===== config.mk =====
export PLATFORM = sky130hd
export DESIGN_NAME = rdstat_ctrl
export DESIGN_NICKNAME = d
export VERILOG_FILES = /design/src/rtl/rdstat_pkg.sv /design/src/rtl/hdr_track.sv /design/src/rtl/qchan_track.sv /design/src/rtl/frame_snap.sv /design/src/rtl/rdstat_ctrl.sv
export SDC_FILE = /design/constraint.sdc
export NUM_CORES = 1
export LEC_CHECK = 0
export ABC_AREA = 1
export BUFFER_PORTS_ARGS = -buffer_cell sky130_fd_sc_hd__buf_2
export CORE_MARGIN = 2
export CORE_UTILIZATION = 44
export CTS_CLUSTER_DIAMETER = 30
export DETAILED_ROUTE_END_ITERATION = 8
export PLACE_DENSITY_LB_ADDON = 0.05
export SYNTH_ARGS = -nofsm -noshare
export SYNTH_HDL_FRONTEND = slang
export SYNTH_SLANG_ARGS = --single-unit

===== constraint.sdc =====
create_clock -name clk -period 1.2 [get_ports clk]
set_input_delay 0.24 -clock clk [delete_from_list [all_inputs] [get_ports clk]]
set_output_delay 0.24 -clock clk [all_outputs]
set_load 0.1 [all_outputs]

===== src/rtl/rdstat_pkg.sv =====
// Shared definitions for the read status block.
// Assumes: the status byte layout below is decoded by software and by the
// buffer controller, so its field order is fixed.
package rdstat_pkg;

    // Status byte, most significant field first.
    typedef struct packed {
        logic dec_act;   // bit 7: decoder shifting data into the buffer
        logic bad_q;     // bit 6: Q-channel CRC failed
        logic qfrm_rdy;  // bit 5: all Q-channel bytes received
        logic hdr_rdy;   // bit 4: header waiting to be read
        logic hdr_err;   // bit 3: header received with errors
        logic crc_err;   // bit 2: frame CRC failed
        logic dat_err;   // bit 1: frame data uncorrectable
        logic syn_err;   // bit 0: frame sync missing
    } rd_status_t;

endpackage


===== src/rtl/hdr_track.sv =====
// Header flag tracker.
// Keeps header-ready and header-error. Header-ready persists over frame ends
// until a header byte read or a sync pattern; a completing header wins over
// any clear in the same cycle.
// Assumes: all event inputs are single-cycle pulses on clk.
module hdr_track #(
    parameter int HDR_BYTES = 4,
    parameter int IDX_W     = 4
) (
    input  logic             clk,
    input  logic             rst_n,
    input  logic             sync_det,
    input  logic             hdr_start,
    input  logic             hdr_done,
    input  logic             hdr_bad,
    input  logic             rd_hdr,
    input  logic [IDX_W-1:0] rd_idx,
    output logic             hdr_rdy,
    output logic             hdr_err
);

    localparam logic [IDX_W-1:0] HDR_LIM = IDX_W'(HDR_BYTES);

    logic rd_hit;

    // Host read that addresses a header byte.
    always_comb rd_hit = rd_hdr && (rd_idx < HDR_LIM);

    // Header-ready: set on completion, clear on read or sync.
    always_ff @(posedge clk) begin
        if (!rst_n)
            hdr_rdy <= 1'b0;
        else if (hdr_done)
            hdr_rdy <= 1'b1;
        else if (rd_hit || sync_det)
            hdr_rdy <= 1'b0;
    end

    // Header-error: captured on completion, dropped when the next header starts.
    always_ff @(posedge clk) begin
        if (!rst_n)
            hdr_err <= 1'b0;
        else if (hdr_done)
            hdr_err <= hdr_bad;
        else if (hdr_start)
            hdr_err <= 1'b0;
    end

    a_r4_set: assert property (@(posedge clk) disable iff (!rst_n)
        hdr_done |=> hdr_rdy);
    a_r4_read_clear: assert property (@(posedge clk) disable iff (!rst_n)
        (rd_hdr && rd_idx < HDR_LIM && !hdr_done) |=> !hdr_rdy);
    a_r5_sync_clear: assert property (@(posedge clk) disable iff (!rst_n)
        (sync_det && !hdr_done) |=> !hdr_rdy);
    a_r5_hold: assert property (@(posedge clk) disable iff (!rst_n)
        (hdr_rdy && !rd_hdr && !sync_det) |=> hdr_rdy);
    a_r6_capture: assert property (@(posedge clk) disable iff (!rst_n)
        hdr_done |=> (hdr_err == $past(hdr_bad)));
    a_r6_start_clear: assert property (@(posedge clk) disable iff (!rst_n)
        (hdr_start && !hdr_done) |=> !hdr_err);

endmodule


===== src/rtl/qchan_track.sv =====
// Q-channel flag tracker.
// Counts Q-channel bytes within a frame, raises Q-frame-ready on the last one
// and keeps bad-Q, whose clear rule depends on whether the decoder is active.
// Assumes: event inputs are single-cycle pulses; byte count restarts at eof.
module qchan_track #(
    parameter int QBYTES = 10,
    parameter int IDX_W  = 4
) (
    input  logic             clk,
    input  logic             rst_n,
    input  logic             xfer_active,
    input  logic             eof,
    input  logic             q_byte,
    input  logic             q_crc_valid,
    input  logic             q_crc_ok,
    input  logic             gap_det,
    input  logic             rd_q,
    input  logic [IDX_W-1:0] rd_idx,
    output logic             qfrm_rdy,
    output logic             bad_q
);

    localparam int               CW    = $clog2(QBYTES + 1);
    localparam logic [CW-1:0]    LAST  = CW'(QBYTES - 1);
    localparam logic [CW-1:0]    FULL  = CW'(QBYTES);
    localparam logic [IDX_W-1:0] Q_LIM = IDX_W'(QBYTES);

    logic [CW-1:0] cnt;
    logic          rd_hit;

    // Host read that addresses a Q-channel byte.
    always_comb rd_hit = rd_q && (rd_idx < Q_LIM);

    // Byte counter and Q-frame-ready; eof restarts the frame.
    always_ff @(posedge clk) begin
        if (!rst_n) begin
            cnt      <= '0;
            qfrm_rdy <= 1'b0;
        end else if (eof) begin
            cnt      <= '0;
            qfrm_rdy <= 1'b0;
        end else begin
            if (q_byte && cnt != FULL)
                cnt <= cnt + 1'b1;
            if (q_byte && cnt == LAST)
                qfrm_rdy <= 1'b1;
            else if (rd_hit)
                qfrm_rdy <= 1'b0;
        end
    end

    // Bad-Q: fail sets; clear source depends on decoder activity.
    always_ff @(posedge clk) begin
        if (!rst_n)
            bad_q <= 1'b0;
        else if (q_crc_valid && !q_crc_ok)
            bad_q <= 1'b1;
        else if (xfer_active && (eof || q_crc_valid))
            bad_q <= 1'b0;
        else if (!xfer_active && gap_det)
            bad_q <= 1'b0;
    end

    a_r7_eof_clear: assert property (@(posedge clk) disable iff (!rst_n)
        eof |=> !qfrm_rdy);
    a_r7_read_clear: assert property (@(posedge clk) disable iff (!rst_n)
        (rd_q && rd_idx < Q_LIM && !q_byte && !eof) |=> !qfrm_rdy);
    a_r8_fail_set: assert property (@(posedge clk) disable iff (!rst_n)
        (q_crc_valid && !q_crc_ok) |=> bad_q);
    a_r8_audio_hold: assert property (@(posedge clk) disable iff (!rst_n)
        (bad_q && !xfer_active && !gap_det) |=> bad_q);

endmodule


===== src/rtl/frame_snap.sv =====
// Frame status snapshot.
// Latches the live status byte at every end of frame and requests a buffer
// write of it in the following cycle; the latched byte is the readable copy.
// Assumes: eof is a single-cycle pulse.
module frame_snap (
    input  logic                   clk,
    input  logic                   rst_n,
    input  logic                   eof,
    input  rdstat_pkg::rd_status_t live,
    output logic [7:0]             stat_reg,
    output logic                   stat_wr
);

    // Snapshot register and write request.
    always_ff @(posedge clk) begin
        if (!rst_n) begin
            stat_reg <= 8'h00;
            stat_wr  <= 1'b0;
        end else begin
            stat_wr <= eof;
            if (eof)
                stat_reg <= live;
        end
    end

    a_r2_write: assert property (@(posedge clk) disable iff (!rst_n)
        eof |=> stat_wr);
    a_r2_hold: assert property (@(posedge clk) disable iff (!rst_n)
        !eof |=> $stable(stat_reg));

endmodule


===== src/rtl/rdstat_ctrl.sv =====
// Read status and interrupt logic, top level.
// Combines the header and Q-channel trackers with the per-frame snapshot and
// selects the interrupt and storage inhibit by mode.
// Assumes: one clock, synchronous active-low reset, pulse-type event inputs.
module rdstat_ctrl #(
    parameter int HDR_BYTES = 4,
    parameter int QBYTES    = 10,
    parameter int IDX_W     = 4
) (
    input  logic             clk,
    input  logic             rst_n,
    input  logic             data_mode,
    input  logic             auto_store,
    input  logic             xfer_active,
    input  logic             sync_det,
    input  logic             hdr_start,
    input  logic             hdr_done,
    input  logic             hdr_bad,
    input  logic             q_byte,
    input  logic             q_crc_valid,
    input  logic             q_crc_ok,
    input  logic             gap_det,
    input  logic             eof,
    input  logic             sync_good,
    input  logic             data_good,
    input  logic             crc_good,
    input  logic             rd_hdr,
    input  logic             rd_q,
    input  logic [IDX_W-1:0] rd_idx,
    output logic [7:0]       stat_reg,
    output logic             stat_wr,
    output logic             store_inh,
    output logic             irq
);

    import rdstat_pkg::*;

    logic       hdr_rdy, hdr_err, qfrm_rdy, bad_q;
    rd_status_t live;

    hdr_track #(.HDR_BYTES(HDR_BYTES), .IDX_W(IDX_W)) u_hdr (
        .clk      (clk),
        .rst_n    (rst_n),
        .sync_det (sync_det),
        .hdr_start(hdr_start),
        .hdr_done (hdr_done),
        .hdr_bad  (hdr_bad),
        .rd_hdr   (rd_hdr),
        .rd_idx   (rd_idx),
        .hdr_rdy  (hdr_rdy),
        .hdr_err  (hdr_err)
    );

    qchan_track #(.QBYTES(QBYTES), .IDX_W(IDX_W)) u_qch (
        .clk        (clk),
        .rst_n      (rst_n),
        .xfer_active(xfer_active),
        .eof        (eof),
        .q_byte     (q_byte),
        .q_crc_valid(q_crc_valid),
        .q_crc_ok   (q_crc_ok),
        .gap_det    (gap_det),
        .rd_q       (rd_q),
        .rd_idx     (rd_idx),
        .qfrm_rdy   (qfrm_rdy),
        .bad_q      (bad_q)
    );

    // Live status byte presented to the snapshot.
    always_comb begin
        live.dec_act  = xfer_active;
        live.bad_q    = bad_q;
        live.qfrm_rdy = qfrm_rdy;
        live.hdr_rdy  = hdr_rdy;
        live.hdr_err  = hdr_err;
        live.crc_err  = !crc_good;
        live.dat_err  = !data_good;
        live.syn_err  = !sync_good;
    end

    frame_snap u_snap (
        .clk     (clk),
        .rst_n   (rst_n),
        .eof     (eof),
        .live    (live),
        .stat_reg(stat_reg),
        .stat_wr (stat_wr)
    );

    // Mode-selected interrupt and storage inhibit.
    always_comb begin
        irq       = data_mode ? hdr_rdy : qfrm_rdy;
        store_inh = auto_store && (data_mode ? hdr_err : bad_q);
    end

    a_r1_reset: assert property (@(posedge clk)
        !rst_n |=> (stat_reg == 8'h00 && !stat_wr && !irq && !store_inh));
    a_r2_pulse: assert property (@(posedge clk) disable iff (!rst_n)
        stat_wr |=> (!stat_wr || $past(eof)));
    a_r10_off: assert property (@(posedge clk) disable iff (!rst_n)
        !auto_store |-> !store_inh);

endmodule


==> flow_summary.yaml <==
finish:
  regArea_um2: 344
  layout_common_cells: "nand2_1, buf_2, dfxtp_1"
  fillers: 112
  multi_input_area_um2: 352
  syn2layout_area_growth_pct: 57.3
  final_util_pct: 75.3
  nNetsFinal: 161
  largest_reg_flops: 8
  drive_above_1_share_pct: 41.8
  antenna_cells: 0
route:
  wl_per_cell_um: 9.90
  vias: 702
  vias_per_cell: 4.68
  drc: 0
  wirelength_um: 1490
  dr.pass1.iters: 4
  first_iter_violations: 13
  ant_nets: 0
synth:
  synthXorXnorAreaFrac_pct: 1.20
  yosysWarnings: 0
  synthSimpleGateAreaFrac_pct: 24.0
  synth_compound_area_share_pct: 14.2
  yosysTopAreaCell: "dfxtp_1"
  syn_avg_cell_area_um2: 7.60
  synth_top_family_by_area: "simple AND/OR/NAND/NOR gates"
  ys_ff_latch: 17
  synth_cell_types: 18
  yosys-top-cells-area: "dfxtp_1, nand2_1, o21ai_0"
  syn_nets: 122
  synth_top_area_share_pct: 46.7
  synth_fa_ha_area_share_pct: 5.15
  ys_seq_area_share_pct: 46.7
  synth.mux.area_fraction_pct: 0
  synthCells: 96
  synth_area_um2: 729
floorplanning:
  dieWidth_um: 44.7
  start_util_pct: 47.9
  fp-row-count: 14
  coreArea_mm2: 0.00152
  die_h_um: 44.7
  ioPinCount: 34
  die-area_mm2: 0.00200
timing:
  period_share_pct: 106
  hold_viol: 0
  worstMarginPinSlew_ps: 289
  max_slew_margin_pct: 80.7
  post-route-min-period_ps: 1270
  fmax_mhz: 789
  fin_skew_ps: 8.71
  setup_ws_ps: -67.6
  setup_viol: 2
  fin_setup_tns_ps: -103
  rsz0062_at_grt: "true"
  slew_violations: 0
cts:
  htree_levels: 1
  numClockSinks: 17
  cts-root-buf: "clkbuf_4"
  clk_pin_slew_ps: 100
  tritoncts: "done"
  cts.path.max_buffers: 2
  clock_latency_ps: 290
  numCtsBuffers: 3
  hold_buffers: 0
global_route:
  grt_pass1_vias: 589
  grt_usage_pct: 16.8
  grt_remaining_overflow: 0
  antenna_found_initial: 0
  grt_max_degree: 13
  grt_pass1_wl_um: 2440
placement:
  place.gp.congestion: 0.742
  hpwl_um: 1170
  io_buffers: 32
critical_path:
  cp.arrival_ps: 1030
  cp_max_fo: 2
  crit_buf_inv: 1
  startpoint_type: "flop"
  slowest_stage: "dfxtp_2"
  cp-end-kind: "output port"
  reg2reg_from: "u_qch.cnt[0]"
  worstPathCellList: "o21ai_2 > a21oi_4 > buf_12"
  cp-startpoint: "u_qch.bad_q"
  worst_r2r_path_depth: 5
  required_ps: 960
  worstSetupPathType: "reg -> out"
  reg2reg_to: "u_qch.cnt[2]"
  crit_family: "flip-flops"
  crit_end: "store_inh"
  cp_num_cells: 3
  max_stage_delay_ps: 350
  rrSetupSlack_ps: 100
power_and_ir_drop:
  p_leak_nw: 0.514
  peakVddDrop_uv: 754
  powerDensity_mw_per_mm2: 1060
flow_run:
  cap_violations: 0
status:
  outcome: "finished with violations"
  violations: "setup timing"
worst_hold_path:
  whs_path_depth: 2
  hold_path_class: "in -> reg"
[what timing repair did]
item / 4_1_cts / 5_1_grt
setup endpoints to repair: 2 / 2
setup buffers: 0 / 2
pin swaps: 2 / 2
resized for setup: 4 / 2
hold endpoints to repair: 0 / 0
[kinds of logic (layout without fill, tap and decap cells)]
family	Yosys count	count (layout)
AND/OR/NAND/NOR	39	39
flip-flops	17	17
adder cells (fa/ha/maj)	3	3
AO/OA/AOI/OAI	20	20
XOR/XNOR	1	1
buffers and inverters	16	54
[cell type report]
| type | instances | share of cell area (%) |
|---|---|---|
| Clock inverter | 1 | 0.436 |
| Sequential cell | 17 | 30.0 |
| Timing Repair Buffer | 35 | 30.3 |
| Clock buffer | 3 | 1.96 |
| Multi-Input combinational cell | 63 | 30.6 |
| Tap cell | 16 | 1.74 |
| Inverter | 15 | 4.91 |
[worst reg2reg max path, cell delays in order (launching register included)]
cell and delay (ps):
dfxtp_1 330, buf_4 140, ha_1 200, xor2_1 190
nand2_2 80, a21oi_2 100
[cells in the mapped netlist]
cell type	instances
dfxtp_1	17
nand3_1	1
nor3_1	1
inv_1	12
a21oi_1	6
nor2_2	1
o21ai_0	13
a21oi_2	1
nor2_4	1
nor2_1	9
ha_1	3
nand2_1	21
buf_4	1
inv_2	3
nand4_1	2
nand2_2	2
xor2_1	1
nand3_2	1
[report_power, final]
part / leakage [nW] / internal (mW) / switching, mW
registers: 0.140 / 0.587 / 0.0183
logic: 0.356 / 0.115 / 0.194
clock network: 0.0177 / 0.124 / 0.181
total: 0.514 / 0.826 / 0.393
[worst min-delay path by stage]
stage	slack (ps)	from	to
global placement	450	data_good	u_snap.stat_reg[1]
detailed placement	450	data_good	u_snap.stat_reg[1]
CTS	140	crc_good	u_snap.stat_reg[2]
global route	160	crc_good	u_snap.stat_reg[2]
floorplan	360	sync_good	u_snap.stat_reg[0]
finish	140	sync_good	u_snap.stat_reg[0]
[per-stage QoR]
stage	area [µm²]	total power, mW	hold WS (ps)	setup slack (ps)	instances
floorplan	752	0.791	355	9.83	96
global placement	1100	0.919	446	123	144
detailed placement	1100	0.923	452	113	144
CTS	1130	1.22	143	-73.0	148
global route	1150	1.27	160	-95.4	150
finish	1150	1.22	140	-67.6	150
[per-layer routing]
| layer | global-route usage, % | part of all wire [%] |
|---|---|---|
| met5 | 0 | 0 |
| met4 | 7.27 | 0.88 |
| met3 | 4.80 | 7.9 |
| met1 | 21.9 | 45 |
| met2 | 25.8 | 46 |
(Power assumes the default switching activity.)
